[src/rtl/exc_pkg.sv]
package exc_pkg;
  localparam int XLEN = 32;

  typedef enum logic [2:0] {
    CZ_NONE = 3'd0,
    CZ_IRQ  = 3'd1,
    CZ_NMI  = 3'd2,
    CZ_BRK  = 3'd3,
    CZ_BUS  = 3'd4
  } cause_e;

  typedef enum logic {
    SQ_IDLE  = 1'b0,
    SQ_FETCH = 1'b1
  } seq_state_e;
endpackage

[src/rtl/exc_arbiter.sv]
module exc_arbiter
  import exc_pkg::*;
#(
  parameter int VEC_W     = 8,
  parameter int VER_W     = 8,
  parameter int VER_SPLIT = 32
) (
  input  logic             irq_req,
  input  logic             irq_lock,
  input  logic             nmi_req,
  input  logic             brk_req,
  input  logic             bf_req,
  input  logic             ie_flag,
  input  logic             m_old_flag,
  input  logic             m_new_flag,
  input  logic [VER_W-1:0] core_ver,
  input  logic [VEC_W-1:0] irq_vec,
  input  logic [VEC_W-1:0] trap_vec,
  input  logic [VEC_W-1:0] fault_vec,
  output logic             m_new,
  output cause_e           cause,
  output logic [VEC_W-1:0] vec
);
  localparam logic [VER_W-1:0] SPLIT = VER_W'(VER_SPLIT);

  logic m_flag;

  always_comb begin
    m_new  = (core_ver >= SPLIT);
    m_flag = m_new ? m_new_flag : m_old_flag;
    cause  = CZ_NONE;
    vec    = '0;
    if (bf_req) begin
      cause = CZ_BUS;
      vec   = fault_vec;
    end else if (brk_req) begin
      cause = CZ_BRK;
      vec   = trap_vec;
    end else if (nmi_req && m_flag) begin
      cause = CZ_NMI;
      vec   = '0;
    end else if (irq_req && ie_flag && !irq_lock) begin
      cause = CZ_IRQ;
      vec   = irq_vec;
    end
  end
endmodule

[src/rtl/exc_ctx_calc.sv]
module exc_ctx_calc
  import exc_pkg::*;
#(
  parameter int VEC_W     = 8,
  parameter int DSLOT_W   = 2,
  parameter int U_BIT     = 8,
  parameter int M_OLD_BIT = 9,
  parameter int M_NEW_BIT = 30
) (
  input  cause_e             cause,
  input  logic [VEC_W-1:0]   vec,
  input  logic               m_new,
  input  logic [XLEN-1:0]    pc,
  input  logic [XLEN-1:0]    ccs,
  input  logic [XLEN-1:0]    sp,
  input  logic [XLEN-1:0]    ksp,
  input  logic [XLEN-1:0]    ebp,
  input  logic [DSLOT_W-1:0] dslot,
  output logic [XLEN-1:0]    erp_val,
  output logic [XLEN-1:0]    nrp_val,
  output logic [XLEN-1:0]    exs_val,
  output logic [XLEN-1:0]    ccs_val,
  output logic [XLEN-1:0]    usp_val,
  output logic [XLEN-1:0]    sp_val,
  output logic               swap,
  output logic [XLEN-1:0]    vec_addr
);
  localparam logic [XLEN-1:0] KEEP_HI  = 32'hC000_0000;
  localparam logic [XLEN-1:0] MOVE_MSK = 32'h3FFF_FC00;
  localparam logic [XLEN-1:0] M_OLD_MSK = XLEN'(1) << M_OLD_BIT;
  localparam logic [XLEN-1:0] M_NEW_MSK = XLEN'(1) << M_NEW_BIT;

  logic [XLEN-1:0] vec_ext;
  logic [XLEN-1:0] ds_ext;
  logic [XLEN-1:0] m_msk;
  logic [XLEN-1:0] ccs_m;

  always_comb begin
    vec_ext  = {{(XLEN-VEC_W){1'b0}}, vec};
    ds_ext   = {{(XLEN-DSLOT_W){1'b0}}, dslot};
    m_msk    = m_new ? M_NEW_MSK : M_OLD_MSK;
    ccs_m    = (cause == CZ_NMI) ? (ccs & ~m_msk) : ccs;
    ccs_val  = (ccs_m & KEEP_HI) | ((ccs_m << 10) & MOVE_MSK);
    exs_val  = {16'h0000, vec_ext[7:0], 8'h00};
    erp_val  = pc - ds_ext;
    nrp_val  = pc;
    swap     = ccs[U_BIT];
    usp_val  = sp;
    sp_val   = swap ? ksp : sp;
    vec_addr = ebp + (vec_ext << 2);
  end
endmodule

[src/rtl/exc_entry_seq.sv]
module exc_entry_seq
  import exc_pkg::*;
#(
  parameter int VEC_W     = 8,
  parameter int VER_W     = 8,
  parameter int VER_SPLIT = 32,
  parameter int DSLOT_W   = 2,
  parameter int IE_BIT    = 4,
  parameter int U_BIT     = 8,
  parameter int M_OLD_BIT = 9,
  parameter int M_NEW_BIT = 30
) (
  input  logic               clk,
  input  logic               rst_n,
  input  logic               irq_req,
  input  logic [VEC_W-1:0]   irq_vec,
  input  logic               irq_lock,
  input  logic               nmi_req,
  input  logic               brk_req,
  input  logic [VEC_W-1:0]   trap_vec,
  input  logic               bf_req,
  input  logic [VEC_W-1:0]   fault_vec,
  input  logic [VER_W-1:0]   core_ver,
  input  logic [31:0]        pc_in,
  input  logic [31:0]        ccs_in,
  input  logic [31:0]        sp_in,
  input  logic [31:0]        ksp_in,
  input  logic [31:0]        ebp_in,
  input  logic [DSLOT_W-1:0] dslot_in,
  output logic               busy,
  output logic               ctx_we,
  output logic [31:0]        ccs_out,
  output logic [31:0]        exs_out,
  output logic               erp_we,
  output logic [31:0]        erp_out,
  output logic               nrp_we,
  output logic [31:0]        nrp_out,
  output logic               stk_we,
  output logic [31:0]        usp_out,
  output logic [31:0]        sp_out,
  output logic               dslot_clr,
  output logic               mem_req,
  output logic [31:0]        mem_addr,
  input  logic               mem_ack,
  input  logic [31:0]        mem_data,
  output logic               done,
  output logic [31:0]        new_pc
);
  // reset: asserted asynchronously, released through two flops
  logic rst_s1, rst_ok;
  always_ff @(posedge clk or negedge rst_n) begin
    if (!rst_n) begin
      rst_s1 <= 1'b0;
      rst_ok <= 1'b0;
    end else begin
      rst_s1 <= 1'b1;
      rst_ok <= rst_s1;
    end
  end

  seq_state_e       state_q, state_d;
  cause_e           cause;
  logic [VEC_W-1:0] vec;
  logic             m_new;
  logic             take, fin;
  logic [31:0]      erp_val, nrp_val, exs_val, ccs_val, usp_val, sp_val, vec_addr;
  logic             swap;

  exc_arbiter #(
    .VEC_W(VEC_W), .VER_W(VER_W), .VER_SPLIT(VER_SPLIT)
  ) u_arb (
    .irq_req(irq_req), .irq_lock(irq_lock), .nmi_req(nmi_req),
    .brk_req(brk_req), .bf_req(bf_req),
    .ie_flag(ccs_in[IE_BIT]), .m_old_flag(ccs_in[M_OLD_BIT]),
    .m_new_flag(ccs_in[M_NEW_BIT]), .core_ver(core_ver),
    .irq_vec(irq_vec), .trap_vec(trap_vec), .fault_vec(fault_vec),
    .m_new(m_new), .cause(cause), .vec(vec)
  );

  exc_ctx_calc #(
    .VEC_W(VEC_W), .DSLOT_W(DSLOT_W), .U_BIT(U_BIT),
    .M_OLD_BIT(M_OLD_BIT), .M_NEW_BIT(M_NEW_BIT)
  ) u_calc (
    .cause(cause), .vec(vec), .m_new(m_new), .pc(pc_in), .ccs(ccs_in),
    .sp(sp_in), .ksp(ksp_in), .ebp(ebp_in), .dslot(dslot_in),
    .erp_val(erp_val), .nrp_val(nrp_val), .exs_val(exs_val),
    .ccs_val(ccs_val), .usp_val(usp_val), .sp_val(sp_val),
    .swap(swap), .vec_addr(vec_addr)
  );

  always_comb begin
    take    = (state_q == SQ_IDLE) && (cause != CZ_NONE);
    fin     = (state_q == SQ_FETCH) && mem_ack;
    state_d = state_q;
    case (state_q)
      SQ_IDLE:  if (take) state_d = SQ_FETCH;
      SQ_FETCH: if (mem_ack) state_d = SQ_IDLE;
      default:  state_d = SQ_IDLE;
    endcase
  end

  logic        ctx_we_q, erp_we_q, nrp_we_q, stk_we_q, dclr_q, done_q;
  logic [31:0] ccs_q, exs_q, erp_q, nrp_q, usp_q, sp_q, addr_q, npc_q;

  always_ff @(posedge clk or negedge rst_ok) begin
    if (!rst_ok) begin
      state_q  <= SQ_IDLE;
      ctx_we_q <= 1'b0;
      erp_we_q <= 1'b0;
      nrp_we_q <= 1'b0;
      stk_we_q <= 1'b0;
      dclr_q   <= 1'b0;
      done_q   <= 1'b0;
      ccs_q    <= '0;
      exs_q    <= '0;
      erp_q    <= '0;
      nrp_q    <= '0;
      usp_q    <= '0;
      sp_q     <= '0;
      addr_q   <= '0;
      npc_q    <= '0;
    end else begin
      state_q  <= state_d;
      ctx_we_q <= take;
      erp_we_q <= take && (cause != CZ_NMI);
      nrp_we_q <= take && (cause == CZ_NMI);
      stk_we_q <= take && swap;
      dclr_q   <= take && (dslot_in != '0);
      done_q   <= fin;
      if (take) begin
        ccs_q  <= ccs_val;
        exs_q  <= exs_val;
        erp_q  <= erp_val;
        nrp_q  <= nrp_val;
        usp_q  <= usp_val;
        sp_q   <= sp_val;
        addr_q <= vec_addr;
      end
      if (fin) npc_q <= mem_data;
    end
  end

  assign busy      = (state_q != SQ_IDLE);
  assign mem_req   = (state_q == SQ_FETCH);
  assign mem_addr  = addr_q;
  assign ctx_we    = ctx_we_q;
  assign ccs_out   = ccs_q;
  assign exs_out   = exs_q;
  assign erp_we    = erp_we_q;
  assign erp_out   = erp_q;
  assign nrp_we    = nrp_we_q;
  assign nrp_out   = nrp_q;
  assign stk_we    = stk_we_q;
  assign usp_out   = usp_q;
  assign sp_out    = sp_q;
  assign dslot_clr = dclr_q;
  assign done      = done_q;
  assign new_pc    = npc_q;
endmodule

[config.mk]
export PLATFORM = sky130hd
export DESIGN_NAME = exc_entry_seq
export DESIGN_NICKNAME = d
export VERILOG_FILES = /design/src/rtl/exc_pkg.sv /design/src/rtl/exc_arbiter.sv /design/src/rtl/exc_ctx_calc.sv /design/src/rtl/exc_entry_seq.sv
export SDC_FILE = /design/constraint.sdc
export NUM_CORES = 1
export LEC_CHECK = 0
export BUFFER_PORTS_ARGS = -buffer_cell sky130_fd_sc_hd__buf_2
export CAP_MARGIN = 15
export CELL_PAD_IN_SITES_DETAIL_PLACEMENT = 1
export CELL_PAD_IN_SITES_GLOBAL_PLACEMENT = 1
export CORE_MARGIN = 1.5
export CORE_UTILIZATION = 30
export DETAILED_ROUTE_END_ITERATION = 8
export PLACE_DENSITY_LB_ADDON = 0.1
export SYNTH_ARGS = -nofsm -noshare
export SYNTH_HDL_FRONTEND = slang
export SYNTH_SLANG_ARGS = --single-unit
[constraint.sdc]
create_clock -name clk -period 7.1 [get_ports clk]
set_input_delay 0.355 -clock clk [delete_from_list [all_inputs] [get_ports clk]]
set_output_delay 0.355 -clock clk [all_outputs]
set_load 0.1 [all_outputs]
==> flow_metrics.tcl, run 1 <==
set metrics [dict create \
    clkTransAtPathRegs_ns 0.06 \
    arrival_ns 4.21 \
    synth_seq_cells 231 \
    setup_total_negative_slack_ns 0 \
    cts.sinks 231 \
    slew_headroom_pct 42.0 \
    cts_buffers 29 \
    syn_area_um2 10900 \
    io_pins 498 \
    gp_congestion 0.804 \
    die_w_um 193 \
    synth.top_cells.by_area "dfrtp_1 (53%), nand2_1 (13%), mux2_2 (3.5%)" \
    dp_hpwl_um 27400 \
    postRouteAntennaNets 0 \
    routedWlPerCell_um 18.3 \
    powerDensity_nw_per_um2 433 \
    holdBufCountCts 28 \
    finalHoldViolations 0 \
    root_buffer "clkbuf_16" \
    drc 0 \
    placedCellCount 1944 \
    power.leakage_nw 7.50 \
    crit_cells 12 \
    overflow 0 \
    synth.most_common_cell "nand2_1" \
    max_stage_delay_ns 0.68 \
    start_util_pct 30.5 \
    routed_wl_um 37100 \
    yosysWarnings 0 \
    crit_type "in2reg" \
    cts_resized 0 \
    slew_violations 0 \
    total_power_w 0.00629 \
    antenna_found_initial 5 \
    synth_edf_count 0 \
    worst_pin_slew_ns 0.866 \
    pre_cts_slack_ns 2.78 \
    drt-initial-drc-count 326 \
    period_needed_ns 3.75 \
    cts_tree "yes" \
    clockBufferDepth 3 \
    grt_pass1_wl_um 59200 \
    hold_depth 3 \
    nets 1788 \
    crit_required_ns 7.57 \
    critPathSlowestCell "a2111oi_4" \
    port_buffers 448 \
    clkLatencyLatePin_ns 0.55 \
    grt_pass1_vias 9896 \
    syn_avg_cell_area_um2 9.98 \
    cp_cell_sequence "buf_2 > nor3_1 > mux2_2 > a2111oi_4 > a222oi_1 > inv_1 > ha_1 > nand4_2 > nor3_4 > nor2_1 > or4_1 > a31oi_1" \
    maxCapViolCount 0 \
    coreArea_um2 35600 \
    gr-usage-all-layers_pct 19.8 \
    path_buf_inv 2 \
    peakVddDrop_uv 227 \
    vias_per_cell 4.60 \
    post_cts_buffers 0 \
    synth_top_flop_cell "dfrtp_1" \
    setup_ws_ns 3.35 \
    skew_ns 0.0148 \
    ff2ff_path_depth 4 \
    syn-instance-count 1088 \
    die_area_um2 37300 \
    fin_cells 2026 \
    hold_ws_ns 0.0276 \
    synth_top_area_share_pct 53.3 \
    status "finished, final reports clean" \
    drive_gt1_share_pct 36.3 \
    rows 69 \
    grt_max_degree 125 \
    hold_path.class "in2reg" \
    critPathCaptureType "register" \
    post-route-period-util_pct 52.8 \
    h-tree-depth 1 \
    rsz0062_at_grt "false" \
    cp_top_family "simple AND/OR/NAND/NOR gates" \
    vias 9328 \
    syn_to_final_growth_pct 34.0 \
    netlist-cell-type-count 61 \
    finalSetupViolations 0 \
    die_h_um 193 \
    worstPathMaxFanout 10 \
    cp-start-kind "input port" \
    firstDrtPassIters 6 \
    async_reset_ff_share_pct 100 \
    fmax_mhz 267 \
    synthTopCellsByCount "nand2_1 (362), dfrtp_1 (231), o21ai_1 (62), buf_4 (49), o21ai_0 (36)" \
    yosysTopAreaCell "dfrtp_1" \
    yosysSeqAreaShare_pct 53.3 \
]
==> worst reg2reg max path, delay by kind of cell (launching register included) <==
| family | cells | cell delay (ns) |
|---|---|---|
| buffers and inverters | 2 | 1.39 |
| flip-flops | 1 | 0.47 |
| AO/OA/AOI/OAI | 2 | 0.84 |
==> metrics by stage <==
| stage | instance area, um^2 | util [%] |
|---|---|---|
| detailed placement | 13200 | 37.2 |
| finish | 14500 | 40.9 |
| CTS | 14500 | 40.9 |
| floorplan | 11000 | - |
| global route | 14500 | 40.9 |
| global placement | 13200 | 37.2 |
==> sequential cells by signal (all words and copies together) (netlist names) <==
register	flops
busy	1
ccs_out	22
ctx_we	1
done	1
dslot_clr	1
erp_out	32
erp_we	1
exs_out	8
mem_addr	32
new_pc	32
nrp_out	32
nrp_we	1
rst_ok	1
rst_s1	1
sp_out	32
stk_we	1
usp_out	32
==> metal layers <==
layer / up-vias / track usage, % / wire length [um]
met5: - / 0 / 49
li1: 4471 / - / -
met3: 47 / 5.35 / 2620
met1: 4482 / 24.9 / 15700
met4: 8 / 4.05 / 629
met2: 320 / 33.9 / 18000
==> worst paths after layout <==
check                               end  slack, ns        start
max                        mem_addr[31]       3.35  core_ver[7]
min                         ccs_out[27]       0.03   ccs_in[17]
min reg2reg                      rst_ok       0.37       rst_s1
min in group asynchronous        rst_ok       0.12        rst_n
max in group asynchronous   usp_out[12]       5.44       rst_ok
max reg2reg                 erp_out[17]       4.28         busy
==> layout by cell type, fill, tap and decap left out, drive strengths merged, types with 2 or more instances in the layout <==
cell | synthesis | layout
a21o | 6 | 6
o211ai | 6 | 6
ha | 10 | 10
o2111ai | 4 | 4
nor3 | 11 | 11
nor2 | 21 | 21
nand4 | 9 | 9
nand3b | 2 | 2
o31ai | 3 | 3
dlygate4sd3 | 0 | 28
a21oi | 6 | 6
xor2 | 26 | 26
nand3 | 6 | 6
and4 | 4 | 4
fa | 2 | 2
o211a | 2 | 2
clkinv | 0 | 5
clkbuf | 19 | 42
a211oi | 3 | 3
conb | 2 | 35
inv | 15 | 16
a31oi | 6 | 6
mux2i | 32 | 32
and3 | 6 | 6
or4 | 2 | 2
nor4 | 14 | 14
a222oi | 7 | 7
xnor2 | 27 | 27
bufinv | 0 | 5
nand2 | 362 | 362
dfrtp | 231 | 231
or3 | 6 | 6
mux2 | 35 | 35
buf | 75 | 456
o21ai | 104 | 104
nor2b | 3 | 3
and2 | 4 | 4
a211o | 2 | 2
nand2b | 6 | 6
==> cell type report <==
| class | count | area [um^2] |
|---|---|---|
| fillers | 4227 | 21000 |
| flip-flops and latches | 231 | 5780 |
| multi-input cells | 781 | 4500 |
| repair buffers | 484 | 2590 |
| clock buffers | 42 | 845 |
| well taps | 461 | 577 |
| clock inverters | 11 | 184 |
| inverters | 15 | 58.8 |
| diodes | 1 | 2.50 |
==> kinds of logic (layout without fill, tap and decap cells) <==
logic type	after synthesis	after routing	share of synthesized area, %
AND/OR/NAND/NOR	460	460	18.9
flip-flops	231	231	53.3
AO/OA/AOI/OAI	154	154	8.84
buffers and inverters	109	552	6.51
multiplexers	67	67	6.58
XOR/XNOR	53	53	4.28
adder cells (fa/ha/maj)	12	12	1.52
other	2	36	0.0692
==> where the power goes <==
group | leakage [nW] | switching, W | total (W) | internal [W]
combinational | 4.17 | 0.00258 | 0.00299 | 0.000408
clock | 0.510 | 0.000580 | 0.00158 | 0.00100
sequential | 2.82 | 0.000140 | 0.00172 | 0.00158
total | 7.50 | 0.00330 | 0.00629 | 0.00299
Note: power is estimated with default switching activity, not from simulation.
==> inputs of run 2 (changes only) <==
--- a/config.mk
+++ b/config.mk
@@ -5,6 +5,7 @@
 export SDC_FILE = /design/constraint.sdc
 export NUM_CORES = 1
 export LEC_CHECK = 0
+export ABC_AREA = 1
 export BUFFER_PORTS_ARGS = -buffer_cell sky130_fd_sc_hd__buf_2
 export CAP_MARGIN = 15
 export CELL_PAD_IN_SITES_DETAIL_PLACEMENT = 1
==> constraint.sdc (replaced) <==
create_clock -name clk -period 3.3 [get_ports clk]
set_input_delay 0.165 -clock clk [delete_from_list [all_inputs] [get_ports clk]]
set_output_delay 0.165 -clock clk [all_outputs]
set_load 0.1 [all_outputs]
==> run 2 against run 1 <==
Hold slack lost 0.0033 ns. Non-clock buffer count grew 170. Register-to-register slack lost 3.5 ns. Synthesized cell count grew 36%. Routed wire length grew 17%. First-iteration DRC count grew 24%. Core utilization grew 3.3 points. Sequential share of layout area shrank 5.8 points. Cell area grew 17%. Die area grew 7.4%.
==> flow_metrics.tcl, run 2 <==
set metrics [dict create \
    syn_to_final_growth_pct 45.9 \
    fin_util_pct 44.1 \
    vias_per_cell 4.41 \
    port_buffers 448 \
    vias 11700 \
    grt_max_degree 149 \
    post-route-period-util_pct 82.9 \
    rsz0062_at_grt "false" \
    clkTransAtPathRegs_ns 0.06 \
    netlist-cell-type-count 36 \
    grt_pass1_vias 12700 \
    routedWlPerCell_um 16.4 \
    synth.most_common_cell "nand2_1" \
    antenna_found_initial 1 \
    yosysTopAreaCell "dfrtp_1" \
    seq_area_um2 5780 \
    maxCapViolCount 0 \
    cp-start-kind "input port" \
    clkLatencyLatePin_ns 0.56 \
    synth_seq_cells 231 \
    cts_tree "yes" \
    drc 0 \
    io_pins 498 \
    slew_violations 0 \
    syn_area_um2 11700 \
    fin_cells 2649 \
    gp_congestion 0.831 \
    start_util_pct 30.3 \
    synth_top_flop_cell "dfrtp_1" \
    synth_top_area_share_pct 49.5 \
    dp_hpwl_um 30700 \
    die_h_um 200 \
    syn-instance-count 1485 \
    synth-compound-area-share_pct 7.28 \
    async_reset_ff_share_pct 100 \
    die_w_um 200 \
    rows 72 \
    synthTopCellsByCount "nand2_1 (675), dfrtp_1 (231), inv_1 (110), nor2_1 (82), nand3_1 (63)" \
    worst_pin_slew_ns 1.03 \
    postRouteAntennaNets 0 \
    die_area_um2 40100 \
    crit_required_ns 3.74 \
    setup_total_negative_slack_ns 0 \
    placedCellCount 2402 \
    firstDrtPassIters 4 \
    crit_type "in2reg" \
    drive_gt1_share_pct 25.6 \
    drt-initial-drc-count 405 \
    slew_headroom_pct 31.3 \
    multi_input_area_um2 4880 \
    finalSetupViolations 0 \
    coreArea_um2 38600 \
    period_needed_ns 2.74 \
    skew_ns 0.00851 \
    nets 2356 \
    worstPathMaxFanout 11 \
    synth_top_family_by_area "simple AND/OR/NAND/NOR gates" \
    grt_pass1_wl_um 69400 \
    synth_edf_count 0 \
    synth.mux.area_fraction_pct 0 \
    overflow 0 \
    cts_buffers 29 \
    post_cts_buffers 0 \
    clockBufferDepth 3 \
    status "finished, final reports clean" \
    most-common-layout-cells "nand2_1 (675), buf_2 (448), dfrtp_1 (230)" \
    routed_wl_um 43300 \
    yosysWarnings 0 \
    syn_avg_cell_area_um2 7.86 \
    arrival_ns 3.18 \
    synth-xor-area-share_pct 2.55 \
    yosysSeqAreaShare_pct 49.5 \
    hold_path.class "in2reg" \
    reg2reg_slack_ns 0.81 \
    fin_area_um2 17000 \
    layout_commonest_cell "nand2_1" \
    synthAdderAreaFrac_pct 1.42 \
    cts.sinks 231 \
    fmax_mhz 365 \
    critPathCaptureType "register" \
    finalHoldViolations 0 \
    synth.top_cells.by_area "dfrtp_1 (50%), nand2_1 (22%), inv_1 (3.5%)" \
    root_buffer "clkbuf_16" \
    h-tree-depth 1 \
    placed_area_um2 14100 \
    nFillCells 4811 \
    gr-usage-all-layers_pct 21.4 \
    synthSimpleGateAreaFrac_pct 29.5 \
]
[run 2: cell count changes after synthesis, sizes merged, moves of 14 or more]
cell / previous run / this run
nand2: 362 / 678
mux2i: 32 / 0
nand3: 6 / 63
nor4: 14 / 0
xnor2: 27 / 10
nor2: 21 / 86
inv: 15 / 112
mux2: 35 / 0
o21ai: 104 / 119
[run 2: timing repair]
item,4_1_cts,5_1_grt
hold buffers,195,0
hold endpoints to repair,206,0
resized for setup,0,0
[run 2: cell families after synthesis]
kind of cell	Yosys count
AO/OA/AOI/OAI	140
XOR/XNOR	34
adder cells (fa/ha/maj)	12
buffers and inverters	205
flip-flops	231
other	2
AND/OR/NAND/NOR	861
[run 2: area by class of cell]
type | count | share of cell area (%)
Inverter | 112 | 2.48
Tap cell | 518 | 3.81
Clock inverter | 7 | 0.522
Antenna cell | 1 | 0.0147
Multi-Input combinational cell | 1082 | 28.7
Timing Repair Buffer | 654 | 25.6
Clock buffer | 44 | 4.95
Sequential cell | 231 | 34.0
[run 2: routing by layer]
layer	track usage, %	share of wire [%]	vias to the layer above
met1	26.7	43	5514
li1	-	-	5778
met4	5.87	2.2	0
met2	37.1	48	338
met5	0	0	-
met3	4.93	6.1	57
[run 2: per-stage QoR]
step           setup slack [ns]  hold WS (ns)
5_1_grt                   0.314        0.0526
3_3_place_gp              0.384       -0.0493
3_5_place_dp              0.340       -0.0474
2_1_floorplan             0.903        -0.131
6_report                  0.563        0.0243
4_1_cts                   0.585       0.00824
[run 2: final timing paths]
kind                        startpoint            to  depth (start not counted)
min in group asynchronous       rst_ok  mem_addr[27]                          0
hold reg to reg                 rst_s1        rst_ok                          0
setup reg to reg                  busy   ccs_out[19]                          7
hold / removal             trap_vec[7]   exs_out[15]                          5
setup / recovery            ccs_in[30]  mem_addr[15]                         17
max in group asynchronous       rst_ok  mem_addr[11]                          1
[run 2: critical path: stages]
cell and delay, ns:
dlygate4sd3_1 0.55, buf_2 0.14, nand2_1 0.08, o21ai_2 0.06, nand2_2 0.20, nand4_1 0.15
a21boi_0 0.31, ha_1 0.34, nand2_1 0.14, inv_1 0.05, nand2_1 0.08, nand3_1 0.13
nand2_1 0.09, nand2_1 0.21, or2_2 0.35, nand3_1 0.07, nand2_1 0.05
Power of run 2 is left out: the tool's default activity adds up to more than one toggle a clock period on the data nets, which glitch-free logic cannot reach.
==> inputs of run 3 (changes only) <==
--- a/config.mk
+++ b/config.mk
@@ -5,7 +5,7 @@
 export SDC_FILE = /design/constraint.sdc
 export NUM_CORES = 1
 export LEC_CHECK = 0
-export ABC_AREA = 1
+export ABC_AREA = 0
 export BUFFER_PORTS_ARGS = -buffer_cell sky130_fd_sc_hd__buf_2
 export CAP_MARGIN = 15
 export CELL_PAD_IN_SITES_DETAIL_PLACEMENT = 1
==> constraint.sdc (replaced) <==
create_clock -name clk -period 2.25 [get_ports clk]
set_input_delay 0.1125 -clock clk [delete_from_list [all_inputs] [get_ports clk]]
set_output_delay 0.1125 -clock clk [all_outputs]
set_load 0.1 [all_outputs]
==> run 3 against run 2 <==
The run now ends with negative setup slack left. Sequential cell count is the same. Core utilization grew 4.1 points. Routed wire length fell by 8.1%. Sequential share of layout area shrank 0.26 points.
==> flow_metrics.tcl, run 3 (synthesized netlist as in run 1, its figures left out) <==
set metrics [dict create \
    worstHoldStart "trap_vec[4]" \
    violations "negative setup slack" \
    root_buffer "clkbuf_16" \
    clkLatencyLatePin_ns 0.53 \
    die_w_um 193 \
    antenna_found_initial 1 \
    fmax_mhz 403 \
    clkTransAtPathRegs_ns 0.06 \
    placedCellCount 2006 \
    crit_required_ns 2.71 \
    most-common-layout-cells "buf_2 (446), nand2_1 (361), dfrtp_1 (230)" \
    slew_headroom_pct 51.1 \
    cts_buffers 29 \
    nFillCells 4105 \
    syn_to_final_growth_pct 58.0 \
    port_buffers 448 \
    vias 10300 \
    grt_max_degree 54 \
    die_h_um 193 \
    hold_end "exs_out[12]" \
    maxCapViolCount 0 \
    setup_ws_ns -0.233 \
    worstPathMaxFanout 6 \
    peakVddDrop_uv 824 \
    coreArea_um2 35600 \
    n_antenna_cell 0 \
    r2r_end "sp_out[9]" \
    postRouteAntennaNets 0 \
    skew_ns 0.00602 \
    fin_cells 2257 \
    arrival_ns 2.94 \
    clockBufferDepth 3 \
    hold_ws_ns 0.0442 \
    dp_hpwl_um 28500 \
    fin_area_um2 17200 \
    slew_violations 0 \
    power.leakage_nw 8.64 \
    r2r_start "busy" \
    die_area_um2 37300 \
    h-tree-depth 1 \
    worst_pin_slew_ns 0.726 \
    grt_pass1_wl_um 63200 \
    layout_commonest_cell "buf_2" \
    start_util_pct 30.5 \
    cp-start-kind "input port" \
    reg2reg_slack_ns 0.72 \
    cts_tree "yes" \
    firstDrtPassIters 6 \
    routedWlPerCell_um 17.6 \
    vias_per_cell 4.56 \
    cts.sinks 231 \
    status "finished, violations left" \
    period_needed_ns 2.48 \
    critPathCaptureType "register" \
    crit_type "in2reg" \
    placed_area_um2 14000 \
    powerDensity_nw_per_um2 1170 \
    gp_congestion 0.865 \
    finalSetupViolations 25 \
    hold_path.class "in2reg" \
    overflow 0 \
    hold_depth 4 \
    gr-usage-all-layers_pct 21.0 \
    drt-initial-drc-count 388 \
    rows 69 \
    grt_pass1_vias 11100 \
    fin_util_pct 48.2 \
    finalHoldViolations 0 \
    routed_wl_um 39800 \
    io_pins 498 \
    total_power_w 0.0201 \
    drive_gt1_share_pct 37.7 \
    ff2ff_path_depth 5 \
    rsz0062_at_grt "true" \
    post-route-period-util_pct 110 \
    nets 2024 \
    drc 0 \
]
[run 3: changes by cell type in the layout (fill, tap and decap cells not counted), moves of 12 or more]
cell and delta:
dlygate4sd3_1 -13, o21ai_1 +33, nor2_1 -62, nand3_1 -60
xnor2_1 +16, mux2_2 +33, nand2_1 -314, buf_12 +12
buf_4 +59, inv_1 -96, o21ai_0 -23, mux2i_1 +32
o21ai_2 -26
[run 3: metal layers]
metal / up-vias / part of all wire [%] / GRT usage, %
li1: 4932 / - / -
met1: 4983 / 43 / 26.8
met2: 306 / 49 / 36.1
met3: 66 / 5.6 / 4.03
met4: 2 / 2.7 / 5.86
met5: - / 0.030 / 0
[run 3: worst max-delay path by stage]
stage                      from            to
CTS                 core_ver[7]  mem_addr[31]
floorplan           core_ver[7]  mem_addr[31]
finish              core_ver[7]  mem_addr[31]
detailed placement  core_ver[7]   mem_addr[9]
global route        core_ver[7]  mem_addr[31]
global placement    core_ver[7]  mem_addr[24]
[run 3: power by group]
| part | leakage [nW] | total [W] | switching (W) | internal [W] |
|---|---|---|---|---|
| clock | 0.457 | 0.00454 | 0.00178 | 0.00276 |
| combinational | 5.37 | 0.0101 | 0.00831 | 0.00175 |
| sequential | 2.82 | 0.00547 | 0.000466 | 0.00500 |
| total | 8.64 | 0.0201 | 0.0106 | 0.00951 |
[run 3: worst max-delay path: stages]
cell	delay, ns
buf_6	0.10
nor3_4	0.22
mux2_4	0.35
a2111oi_4	0.34
buf_4	0.21
a221o_1	0.22
ha_4	0.15
buf_6	0.09
o211ai_1	0.08
buf_4	0.16
nor3_4	0.25
nor2_2	0.07
or4_1	0.47
a31oi_1	0.14
[run 3: cell type report]
class / count / area (um^2) / share of cell area, %
timing repair buffer: 720 / 5010 / 29.2
inverter: 15 / 58.8 / 0.343
tap: 461 / 577 / 3.36
sequential: 231 / 5780 / 33.7
multi-input combinational: 781 / 4800 / 28.0
clock buffer: 42 / 835 / 4.87
clock inverter: 7 / 85.1 / 0.496
[run 3: metrics by stage]
step,setup TNS (ns),setup WS (ns)
after detailed placement,-18.56,-0.779
final,-4.29,-0.233
after CTS,-2.56,-0.164
after global routing,-7.61,-0.386
after global placement,-16.72,-0.725
after floorplan,-27.54,-0.474
[run 3: what timing repair did]
item,4_1_cts,5_1_grt
gates cloned,1,0
setup endpoints to repair,24,29
hold buffers,182,0
setup buffers,15,5
endpoints found under the hold margin,210,0
pin swaps,16,31
gates resized for setup,28,27
